**src/rtl/hrz_resizer_pkg.sv**
```systemverilog
// Shared constants and types for the five-tap polyphase line resizer.
// Assumes a fixed kernel of five taps with the centre at tap 2 and sixteen
// phases taken from the top fraction bits of a 16.16 position.
package hrz_resizer_pkg;
    localparam int PIX_W      = 8;
    localparam int COEF_W     = 11;
    localparam int NTAPS      = 5;
    localparam int CTR_TAP    = 2;
    localparam int TAP_W      = 3;
    localparam int PHASE_BITS = 4;
    localparam int NPHASES    = 1 << PHASE_BITS;
    localparam int INT_W      = 16;
    localparam int FRAC_W     = 16;
    localparam int POS_W      = INT_W + FRAC_W;
    localparam int RND_SHIFT  = 9;

    typedef logic [PIX_W-1:0]         pix_t;
    typedef logic signed [COEF_W-1:0] coef_t;
    typedef logic [POS_W-1:0]         pos_t;

    typedef enum logic [1:0] {
        ST_IDLE,
        ST_LOAD,
        ST_EMIT,
        ST_DONE
    } rs_state_t;
endpackage

```
**src/rtl/hrz_coef_bank.sv**
```systemverilog
// Writable coefficient table: NPHASES sets of NTAPS signed weights.
// Reset loads the pass-through set in every phase. Writes to tap indices
// beyond the kernel are dropped. Read is combinational by phase.
module hrz_coef_bank
    import hrz_resizer_pkg::*;
(
    input  logic                  clk,
    input  logic                  rst_n,
    input  logic                  wr_en,
    input  logic [PHASE_BITS-1:0] wr_phase,
    input  logic [TAP_W-1:0]      wr_tap,
    input  coef_t                 wr_value,
    input  logic [PHASE_BITS-1:0] rd_phase,
    output coef_t                 rd_coef [NTAPS]
);
    localparam coef_t            UNITY    = COEF_W'(1 << RND_SHIFT);
    localparam logic [TAP_W-1:0] LAST_TAP = TAP_W'(NTAPS - 1);

    coef_t bank [NPHASES][NTAPS];

    // Table update: reset to pass-through, else single-entry write.
    always_ff @(posedge clk) begin
        if (!rst_n) begin
            for (int p = 0; p < NPHASES; p++) begin
                for (int t = 0; t < NTAPS; t++) begin
                    bank[p][t] <= (t == CTR_TAP) ? UNITY : '0;
                end
            end
        end else if (wr_en && (wr_tap <= LAST_TAP)) begin
            bank[wr_phase][wr_tap] <= wr_value;
        end
    end

    for (genvar t = 0; t < NTAPS; t++) begin : g_rd
        assign rd_coef[t] = bank[rd_phase][t];
    end
endmodule

```
**src/rtl/hrz_line_store.sv**
```systemverilog
// Line store plus tap gather. Holds one input line; returns the five pixels
// around a centre index, replicating the end pixels outside 0..last_idx.
// Assumes last_idx < MAX_LEN; storage has no reset.
module hrz_line_store
    import hrz_resizer_pkg::*;
#(
    parameter int MAX_LEN = 64,
    parameter int LEN_W   = $clog2(MAX_LEN + 1)
) (
    input  logic             clk,
    input  logic             wr_en,
    input  logic [LEN_W-1:0] wr_addr,
    input  pix_t             wr_data,
    input  logic [INT_W-1:0] centre,
    input  logic [LEN_W-1:0] last_idx,
    output pix_t             taps [NTAPS]
);
    localparam int IDX_W = $clog2(MAX_LEN);
    localparam int SW    = INT_W + 2;

    pix_t mem [MAX_LEN];

    // Storage write during intake.
    always_ff @(posedge clk) begin
        if (wr_en) begin
            mem[wr_addr[IDX_W-1:0]] <= wr_data;
        end
    end

    logic signed [SW-1:0] last_s;
    assign last_s = $signed({{(SW-LEN_W){1'b0}}, last_idx});

    for (genvar t = 0; t < NTAPS; t++) begin : g_tap
        logic signed [SW-1:0] raw;
        logic [IDX_W-1:0]     sel;
        logic                 unused_hi;
        // Tap index with edge replication.
        always_comb begin
            raw = $signed({2'b00, centre}) + $signed(SW'(t)) - $signed(SW'(CTR_TAP));
            if (raw < 0)            sel = '0;
            else if (raw > last_s)  sel = last_idx[IDX_W-1:0];
            else                    sel = raw[IDX_W-1:0];
        end
        assign unused_hi = ^raw[SW-1:IDX_W];
        assign taps[t]   = mem[sel];
    end
endmodule

```
**src/rtl/hrz_mac.sv**
```systemverilog
// Five-tap multiply-accumulate with round-half-up, arithmetic shift and
// clamp to the pixel range. Purely combinational.
module hrz_mac
    import hrz_resizer_pkg::*;
(
    input  pix_t  taps  [NTAPS],
    input  coef_t coefs [NTAPS],
    output pix_t  result
);
    localparam int ACC_W = PIX_W + COEF_W + 1 + $clog2(NTAPS);
    localparam logic signed [ACC_W-1:0] RND  = ACC_W'(1 << (RND_SHIFT - 1));
    localparam logic signed [ACC_W-1:0] PMAX = ACC_W'((1 << PIX_W) - 1);

    logic signed [ACC_W-1:0] sum;
    logic signed [ACC_W-1:0] scaled;

    // Weighted sum, rounding and saturation.
    always_comb begin
        sum = RND;
        for (int t = 0; t < NTAPS; t++) begin
            sum = sum + ACC_W'($signed({1'b0, taps[t]})) * ACC_W'(coefs[t]);
        end
        scaled = sum >>> RND_SHIFT;
        if (scaled < 0)          result = '0;
        else if (scaled > PMAX)  result = '1;
        else                     result = scaled[PIX_W-1:0];
    end
endmodule

```
**src/rtl/hrz_resizer.sv**
```systemverilog
// Top of the polyphase line resizer. Sequencer: idle -> intake of one line
// -> emission of out_len pixels stepping a 16.16 position -> done.
// Assumes coefficients are written only while no line is in flight.
module hrz_resizer
    import hrz_resizer_pkg::*;
#(
    parameter int MAX_LEN   = 64,
    parameter int LEN_W     = $clog2(MAX_LEN + 1),
    parameter int OUT_LEN_W = 12
) (
    input  logic                  clk,
    input  logic                  rst_n,
    input  logic                  start,
    input  logic [POS_W-1:0]      cfg_step,
    input  logic [LEN_W-1:0]      cfg_in_len,
    input  logic [OUT_LEN_W-1:0]  cfg_out_len,
    input  logic                  coef_we,
    input  logic [PHASE_BITS-1:0] coef_phase,
    input  logic [TAP_W-1:0]      coef_tap,
    input  logic [COEF_W-1:0]     coef_value,
    input  logic                  in_valid,
    output logic                  in_ready,
    input  logic [PIX_W-1:0]      in_data,
    output logic                  out_valid,
    input  logic                  out_ready,
    output logic [PIX_W-1:0]      out_data,
    output logic                  done
);
    localparam logic [LEN_W-1:0] MAX_LEN_V = LEN_W'(MAX_LEN);

    rs_state_t             state;
    logic [LEN_W-1:0]      wr_cnt;
    logic [LEN_W-1:0]      in_len_q;
    logic [OUT_LEN_W-1:0]  out_cnt;
    logic [OUT_LEN_W-1:0]  out_len_q;
    pos_t                  step_q;
    pos_t                  pos;
    logic                  cfg_ok;
    logic                  unused_frac;

    coef_t cur_coef [NTAPS];
    pix_t  cur_taps [NTAPS];

    assign cfg_ok = (cfg_in_len != '0) && (cfg_in_len <= MAX_LEN_V) && (cfg_out_len != '0);

    // Sequencer, counters and position accumulator.
    always_ff @(posedge clk) begin
        if (!rst_n) begin
            state     <= ST_IDLE;
            wr_cnt    <= '0;
            in_len_q  <= '0;
            out_cnt   <= '0;
            out_len_q <= '0;
            step_q    <= '0;
            pos       <= '0;
        end else begin
            case (state)
                ST_IDLE, ST_DONE: begin
                    if (start && cfg_ok) begin
                        state     <= ST_LOAD;
                        wr_cnt    <= '0;
                        out_cnt   <= '0;
                        pos       <= '0;
                        in_len_q  <= cfg_in_len;
                        out_len_q <= cfg_out_len;
                        step_q    <= cfg_step;
                    end
                end
                ST_LOAD: begin
                    if (in_valid) begin
                        wr_cnt <= wr_cnt + LEN_W'(1);
                        if (wr_cnt == in_len_q - LEN_W'(1)) state <= ST_EMIT;
                    end
                end
                ST_EMIT: begin
                    if (out_ready) begin
                        pos     <= pos + step_q;
                        out_cnt <= out_cnt + OUT_LEN_W'(1);
                        if (out_cnt == out_len_q - OUT_LEN_W'(1)) state <= ST_DONE;
                    end
                end
                default: state <= ST_IDLE;
            endcase
        end
    end

    assign in_ready    = (state == ST_LOAD);
    assign out_valid   = (state == ST_EMIT);
    assign done        = (state == ST_DONE);
    assign unused_frac = ^pos[FRAC_W-PHASE_BITS-1:0];

    hrz_coef_bank u_coef_bank (
        .clk      (clk),
        .rst_n    (rst_n),
        .wr_en    (coef_we),
        .wr_phase (coef_phase),
        .wr_tap   (coef_tap),
        .wr_value (coef_value),
        .rd_phase (pos[FRAC_W-1 -: PHASE_BITS]),
        .rd_coef  (cur_coef)
    );

    hrz_line_store #(
        .MAX_LEN (MAX_LEN),
        .LEN_W   (LEN_W)
    ) u_line_store (
        .clk      (clk),
        .wr_en    (in_ready && in_valid),
        .wr_addr  (wr_cnt),
        .wr_data  (in_data),
        .centre   (pos[POS_W-1:FRAC_W]),
        .last_idx (in_len_q - LEN_W'(1)),
        .taps     (cur_taps)
    );

    hrz_mac u_mac (
        .taps   (cur_taps),
        .coefs  (cur_coef),
        .result (out_data)
    );
endmodule

```
**config.mk**
```make
export PLATFORM = sky130hd
export DESIGN_NAME = hrz_resizer
export DESIGN_NICKNAME = d
export VERILOG_FILES = /design/src/rtl/hrz_resizer_pkg.sv /design/src/rtl/hrz_coef_bank.sv /design/src/rtl/hrz_line_store.sv /design/src/rtl/hrz_mac.sv /design/src/rtl/hrz_resizer.sv
export SDC_FILE = /design/constraint.sdc
export NUM_CORES = 2
export LEC_CHECK = 0
export ABC_AREA = 1
export BUFFER_PORTS_ARGS = -buffer_cell sky130_fd_sc_hd__buf_2
export CAP_MARGIN = 20
export CORE_AREA = 2 2 513 515
export CTS_CLUSTER_DIAMETER = 80
export DETAILED_ROUTE_END_ITERATION = 8
export DIE_AREA = 0 0 515 517
export SYNTH_ARGS = -nofsm -noshare
export SYNTH_HDL_FRONTEND = slang
export SYNTH_SLANG_ARGS = --single-unit
```
**constraint.sdc**
```tcl
create_clock -name clk -period 25.5 [get_ports clk]
set_clock_uncertainty 0.1 [all_clocks]
set_input_delay 1.275 -clock clk [delete_from_list [all_inputs] [get_ports clk]]
set_output_delay 1.275 -clock clk [all_outputs]
set_load 0.02 [all_outputs]
```
Word-level counts from Yosys, hierarchy flattened
Memory sizes are Yosys's and may differ from the RTL's. A register that Yosys moved wholly into a read port is not among the register bits. Cells that the tools add are included.

Add/subtract/negate cells: 19. $mul: 5. Divide/modulo/power cells: 0. $lt $le $gt $ge: 16. Eq/ne operators: 10. Shift-type cells: 0. Muxes and demuxes: 40. Bitwise gates (word level): 1. Reduce and logical (&&, ||, !) cells: 17.

Operators with widths (count): 55-bit two-way mux (3); 9-bit by 11-bit multiplier with 20-bit output (5); 18-bit by 8-bit > comparator with 1-bit output (4); 18-bit by 1-bit < comparator with 1-bit output, second input constant (4); 17-bit by 2-bit subtractor with 18-bit output, second input constant (4); 23-bit adder (3); 32-bit two-way mux (2); 32-bit one-hot mux with 2 select lines (1); 6-bit two-way mux (10); 55-bit OR reduction (1); 16-bit by 2-bit adder with 17-bit output, second input constant (2); 11-bit demux with 3-bit select (1); 32-bit adder (1); 12-bit two-way mux (2); 12-bit one-hot mux with 2 select lines (1); 10-bit by 23-bit adder with 23-bit output, first input constant (1); 23-bit by 20-bit adder with 23-bit output (1); 16-bit by 1-bit adder with 17-bit output, second input constant (1); 16-bit by 3-bit adder with 17-bit output, second input constant (1); 17-bit by 8-bit > comparator with 1-bit output (1); 17-bit by 1-bit < comparator with 1-bit output, second input constant (1); 16-bit by 2-bit subtractor with 17-bit output, second input constant (1); 8-bit two-way mux (2); 14-bit by 9-bit > comparator with 1-bit output, second input constant (1); 32 further kinds (54).

Bits in registers: 104. Latch bits: 0. RAM bits: 1392. Memory bits (read-only): 0. Input port bits: 83. Output and inout bits: 11. Logic and storage cells: 117. Memories kept: 2.

Memories: u_coef_bank.bank (depth 16, bits a word 55, rd ports 1, clocked after Yosys merged registers in 1, wr ports 16, line hrz_coef_bank.sv:19) `coef_t bank [NPHASES][NTAPS];`; u_line_store.mem (depth 64, bits a word 8, rd ports 5, clocked after Yosys merged registers in 0, wr ports 1, line hrz_line_store.sv:21) `pix_t mem [MAX_LEN];`.

Logic depth before layout (Yosys ltp)
An unclocked memory read counts as a cell.

Depth in word-level cells: 14. Mapped depth: 73. Gate-level depth less buffers: 70.

Cells and area by module
A second synthesis with hierarchy kept.

Cells, all modules: 15295. Area, all modules: 114637.4 µm².

Modules (own cells, without submodules): hrz_line_store (times used 1, cells each 7052, area an instance 46269.4 µm², seq. area each 15374.7 µm²); hrz_coef_bank (times used 1, cells each 4825, area an instance 42458.2 µm², seq. area each 26425.3 µm²); hrz_mac (times used 1, cells each 2390, area an instance 19224.7 µm², seq. area each 0.0 µm²); hrz_resizer (times used 1, cells each 1028, area an instance 6685.2 µm², seq. area each 2082.0 µm²).

Worst setup path before layout
No wires, ideal clock.

Kind: reg-to-output. Start point: register in_len_q[0]. End point: output port out_data[0]. Arrival: 12.595 ns. Data required time: 24.125 ns. Path slack: 11.530 ns. Stages on the path, launching flop included: 66. Buffers on the path: 3. Cells stage by stage: dfxtp_1 -> inv_2 -> ha_1 -> xnor2_1 -> ha_1 -> o21ai_0 -> nand3b_1 -> nand3_1 -> nand3_1 -> nand3_1 -> nand4_1 -> o21ai_2 -> o21ai_1 -> inv_2 -> buf_2 -> buf_2 -> clkbuf_1 -> a21oi_1 -> [30 not listed] -> fa_1 -> fa_1 -> inv_1 -> fa_1 -> ha_1 -> ha_1 -> nand2_1 -> nor2_1 -> inv_1 -> nor3_1 -> nand4_2 -> nand2_2 -> xor2_2 -> nand3_2 -> nor2_4 -> nand4_1 -> nand2_1 -> inv_1.

Word-level cells in the longest chain between the ends: 14. Elaborated cells between the ends (all ways): 31.

RTL lines: from (decl) (line hrz_resizer.sv:33) `logic [LEN_W-1:0] in_len_q;`; from (signal assigned) (line hrz_resizer.sv:64) `in_len_q <= cfg_in_len;`; 7-bit by 1-bit subtractor with 7-bit output (*) (line hrz_resizer.sv:112) `.last_idx (in_len_q - LEN_W'(1)),`; 17-bit by 8-bit > comparator with 1-bit output (line hrz_line_store.sv:41) `else if (raw > last_s) sel = last_idx[IDX_W-1:0];`; 6-bit two-way mux (line hrz_line_store.sv:41); 6-bit two-way mux (line hrz_line_store.sv:40) `if (raw < 0) sel = '0;`; memory 64 x 8 bit (*); 9-bit by 11-bit multiplier with 20-bit output (line hrz_mac.sv:21) `sum = sum + ACC_W'($signed({1'b0, taps[t]})) * ACC_W'(coefs[t]);`; 10-bit by 23-bit adder with 23-bit output (line hrz_mac.sv:21); 23-bit adder (3 in a row) (line hrz_mac.sv:21); 23-bit by 20-bit adder with 23-bit output (*) (line hrz_mac.sv:21); 14-bit by 9-bit > comparator with 1-bit output (line hrz_mac.sv:25) `else if (scaled > PMAX) result = '1;`; 8-bit two-way mux (line hrz_mac.sv:25); 8-bit two-way mux (*) (line hrz_mac.sv:24) `if (scaled < 0) result = '0;`; to (decl) (line hrz_resizer.sv:26) `output logic [PIX_W-1:0] out_data,`.

Mark *: on every way between the ends. The rest lies on a longest branch, timed or not.

Final worst setup path
Start point: register pos[16]. End point: output port out_data[3].

Word-level cells in the longest chain between the ends: 14. Elaborated cells between the ends (all ways): 44.

RTL lines: from (decl) (line hrz_resizer.sv:37) `pos_t pos;`; from (signal assigned) (line hrz_resizer.sv:77) `pos <= pos + step_q;`; 16-bit by 2-bit subtractor with 17-bit output / 16-bit by 1-bit adder with 17-bit output (equally long branches) (line hrz_line_store.sv:39) `raw = $signed({2'b00, centre}) + $signed(SW'(t)) - $signed(SW'(CTR_TAP));`; 17-bit by 8-bit > comparator with 1-bit output / 17-bit by 2-bit subtractor with 18-bit output (equally long branches) (line hrz_line_store.sv:41, hrz_line_store.sv:39); 6-bit two-way mux / 18-bit by 8-bit > comparator with 1-bit output (equally long branches) (line hrz_line_store.sv:41); 6-bit two-way mux (on tied branches) (line hrz_line_store.sv:40, hrz_line_store.sv:41); memory 64 x 8 bit (*); 9-bit by 11-bit multiplier with 20-bit output / memory 64 x 8 bit (equally long branches); 10-bit by 23-bit adder with 23-bit output / 9-bit by 11-bit multiplier with 20-bit output (equally long branches) (line hrz_mac.sv:21); 23-bit adder (3 in a row) (line hrz_mac.sv:21); 23-bit by 20-bit adder with 23-bit output (*) (line hrz_mac.sv:21); 14-bit by 9-bit > comparator with 1-bit output (line hrz_mac.sv:25); 8-bit two-way mux (line hrz_mac.sv:25); 8-bit two-way mux (*) (line hrz_mac.sv:24).

Marks and branches as above.

==> impl_metrics.py <==
metrics = {
    "die": {
        "dieWidth_um": 515,
        "start_util_pct": 40.72,
        "die_y_um": 517,
        "dieArea_mm2": 0.2663,
        "ios": 94,
        "core_area_mm2": 0.2611,
        "rows": 188,
    },
    "clocking": {
        "cts_buffer_depth": 4,
        "ctsHtreeMaxLevel": 4,
        "clockRootBuffer": "clkbuf_16",
        "post_cts.repair.setup_buffers": 0,
        "cts_resized": 0,
        "numCtsBuffers": 170,
        "path_clk_slew_ps": 60,
        "worstSkewPairLatency_ps": 840,
        "clock_sinks": 1500,
        "cts_hold_buf": 0,
        "cts_tree": "done",
    },
    "sta": {
        "hold_viol": 0,
        "setup_viol": 0,
        "finalSetupTns_ps": 0,
        "worst_slew_margin_rel_pct": 4.489,
        "maxSlewViolCount": 0,
        "fin_crit_ps": 19310,
        "rsz0062_at_grt": "no",
        "max_clock_freq_ghz": 0.05179,
        "fin_crit_sh_pct": 75.72,
        "worst_pin_slew_ps": 1415,
    },
    "global_routing": {
        "grt.total_usage_pct": 27.97,
        "grt_pass1_wl_um": 564200,
        "antenna_found_initial": 7,
        "grt_pass1_vias": 85770,
        "grt_max_degree": 194,
        "overflow": 0,
    },
    "placed_design": {
        "gp_congestion": 0.9596,
        "dp_hpwl_um": 244800,
        "io_buffers": 93,
    },
    "worst_setup_path": {
        "r2r_start": "step_q[0]",
        "worstPathRequired_ps": 24120,
        "arrival_ps": 17930,
        "crit_top_cell": "inv_1",
        "crit_buf_inv": 14,
        "critPathCaptureType": "output port",
        "startpoint": "pos[16]",
        "cp-start-kind": "flop",
        "cp_max_fo": 89,
        "r2r_slack_ps": 21080,
        "crit_family": "adder cells",
        "crit_type": "reg2out",
        "cpMaxStageDelayCell": "inv_6",
        "cp_slowest_stage_delay_ps": 870,
    },
    "final_layout": {
        "layout_commonest_cell": "nand2_1",
        "drive_above_1_share_pct": 6.012,
        "nNetsFinal": 13090,
        "fillers": 25630,
        "layout_common_cells": "2,469 x nand2_1, 1,392 x edfxtp_1, 1,349 x nand3_1, 1,285 x nor2_1, 1,230 x inv_1",
        "syn2layout_area_growth_pct": 7.406,
    },
    "synth": {
        "synth_area_per_cell_um2": 8.327,
        "synth-seq-area-share_pct": 41.34,
        "synthTopCellsByArea": "edfxtp_1 39%, nand2_1 8.7%, fa_1 8.4%",
        "yosysTopAreaCellShare_pct": 39.31,
        "netlist_area_mm2": 0.1063,
        "synth_cell_types": 68,
        "netlist_instances": 12770,
        "synth_seq_cells": 1500,
        "synth_nets": 13580,
        "synth_async_sr_flop_share_pct": 0,
        "ys_warn_count": 0,
        "post-synth-top-area-cell": "edfxtp_1",
        "synth_ff_type": "edfxtp_1",
        "synth_edf_count": 1392,
    },
    "routing": {
        "vias": 92930,
        "ant_nets": 0,
        "via_per_inst": 5.868,
        "drc_errors": 0,
        "drtIter0Drc": 13220,
        "first_pass_iters": 9,
        "routedWlPerCell_um": 24.17,
        "finalWirelength_um": 382800,
    },
    "hold_path": {
        "min-delay-start": "step_q[0]",
        "hold_class": "reg2reg",
    },
    "flow_run": {
        "max_cap_violations": 0,
    },
    "status": {
        "outcome": "completed",
    },
}
[sequential cells by signal (all words and copies together) (netlist names), named ones only]
name,flops
u_line_store.mem,512
u_coef_bank.bank,880
pos,32
out_cnt,12
step_q,32
wr_cnt,7
out_len_q,12
state,2
in_len_q,7
[cell type report]
class	count	area, um2	share of cell area [%]
Multi-Input combinational cell	9048	53780	47.09
Sequential cell	1500	43970	38.50
Inverter	1293	4917	4.306
Clock buffer	216	4481	3.923
Tap cell	3420	4279	3.747
Timing Repair Buffer	267	1972	1.727
Clock inverter	84	788.3	0.6902
Antenna cell	8	20.02	0.01753
[tightest hold or removal path, cell delays in order, from the launching register on]
cell,delay [ps]
dfxtp_1,310
inv_1,50
a21oi_1,40
[kinds of logic (layout without fill, tap and decap cells)]
group / after synthesis / count (layout) / share of synthesized area [%]
simple gates: 5397 / 5397 / 21.41
compound gates: 2555 / 2555 / 13.79
buf+inv: 2221 / 1860 / 8.382
flops: 1500 / 1500 / 41.34
fa+ha+maj: 730 / 730 / 11.72
mux: 220 / 220 / 2.130
xor+xnor: 146 / 146 / 1.217
other cells: 0 / 8 / 0
[layer usage]
metal	up-vias	wire length, um	share of wire [%]	track usage (%)
li1	42410	-	-	-
met1	44210	156400	41	38.87
met4	4	17210	4.5	11.63
met5	-	193	0.050	0.03605
met3	894	46050	12	7.155
met2	5409	163000	43	41.29
[stage by stage]
stage               hold slack, ps  cells  util [%]  cell area (um2)  setup slack [ps]
finish                       349.2  15840     43.74           114200              6192
global route                 370.4  15830     43.73           114200              5224
CTS                          354.9  15820     43.69           114100              6460
detailed placement           343.9  15520     41.67           108800              7379
global placement             340.1  15510     41.64           108700              7485
floorplan                    328.0  12770         -           106300             11530
[Yosys cell counts (all sizes together), types with 2 or more instances]
| cell type | number |
|---|---|
| a211oi | 6 |
| a21boi | 3 |
| a21o | 5 |
| a21oi | 1037 |
| a22oi | 4 |
| a31oi | 8 |
| and3 | 55 |
| buf | 375 |
| clkbuf | 553 |
| clkinv | 12 |
| dfxtp | 108 |
| edfxtp | 1392 |
| fa | 444 |
| ha | 286 |
| inv | 1281 |
| mux2 | 50 |
| mux2i | 170 |
| nand2 | 2504 |
| nand3 | 1365 |
| nand3b | 5 |
| nand4 | 48 |
| nor2 | 1340 |
| nor3 | 33 |
| nor3b | 10 |
| nor4 | 25 |
| o2111ai | 2 |
| o211ai | 394 |
| o21a | 10 |
| o21ai | 877 |
| o21bai | 14 |
| o221ai | 2 |
| o22ai | 2 |
| o311ai | 183 |
| o31ai | 2 |
| or2 | 10 |
| xnor2 | 46 |
| xor2 | 100 |
[path summary, 6_finish.rpt]
path	endpoint	depth (start not counted)
hold reg to reg	step_q[0]	2
hold / removal	step_q[0]	2
setup reg to reg	pos[30]	25
setup / recovery	out_data[3]	66
Power is not shown: default switching activity piles up to over one toggle a cycle in this logic, so the estimate is an artifact.
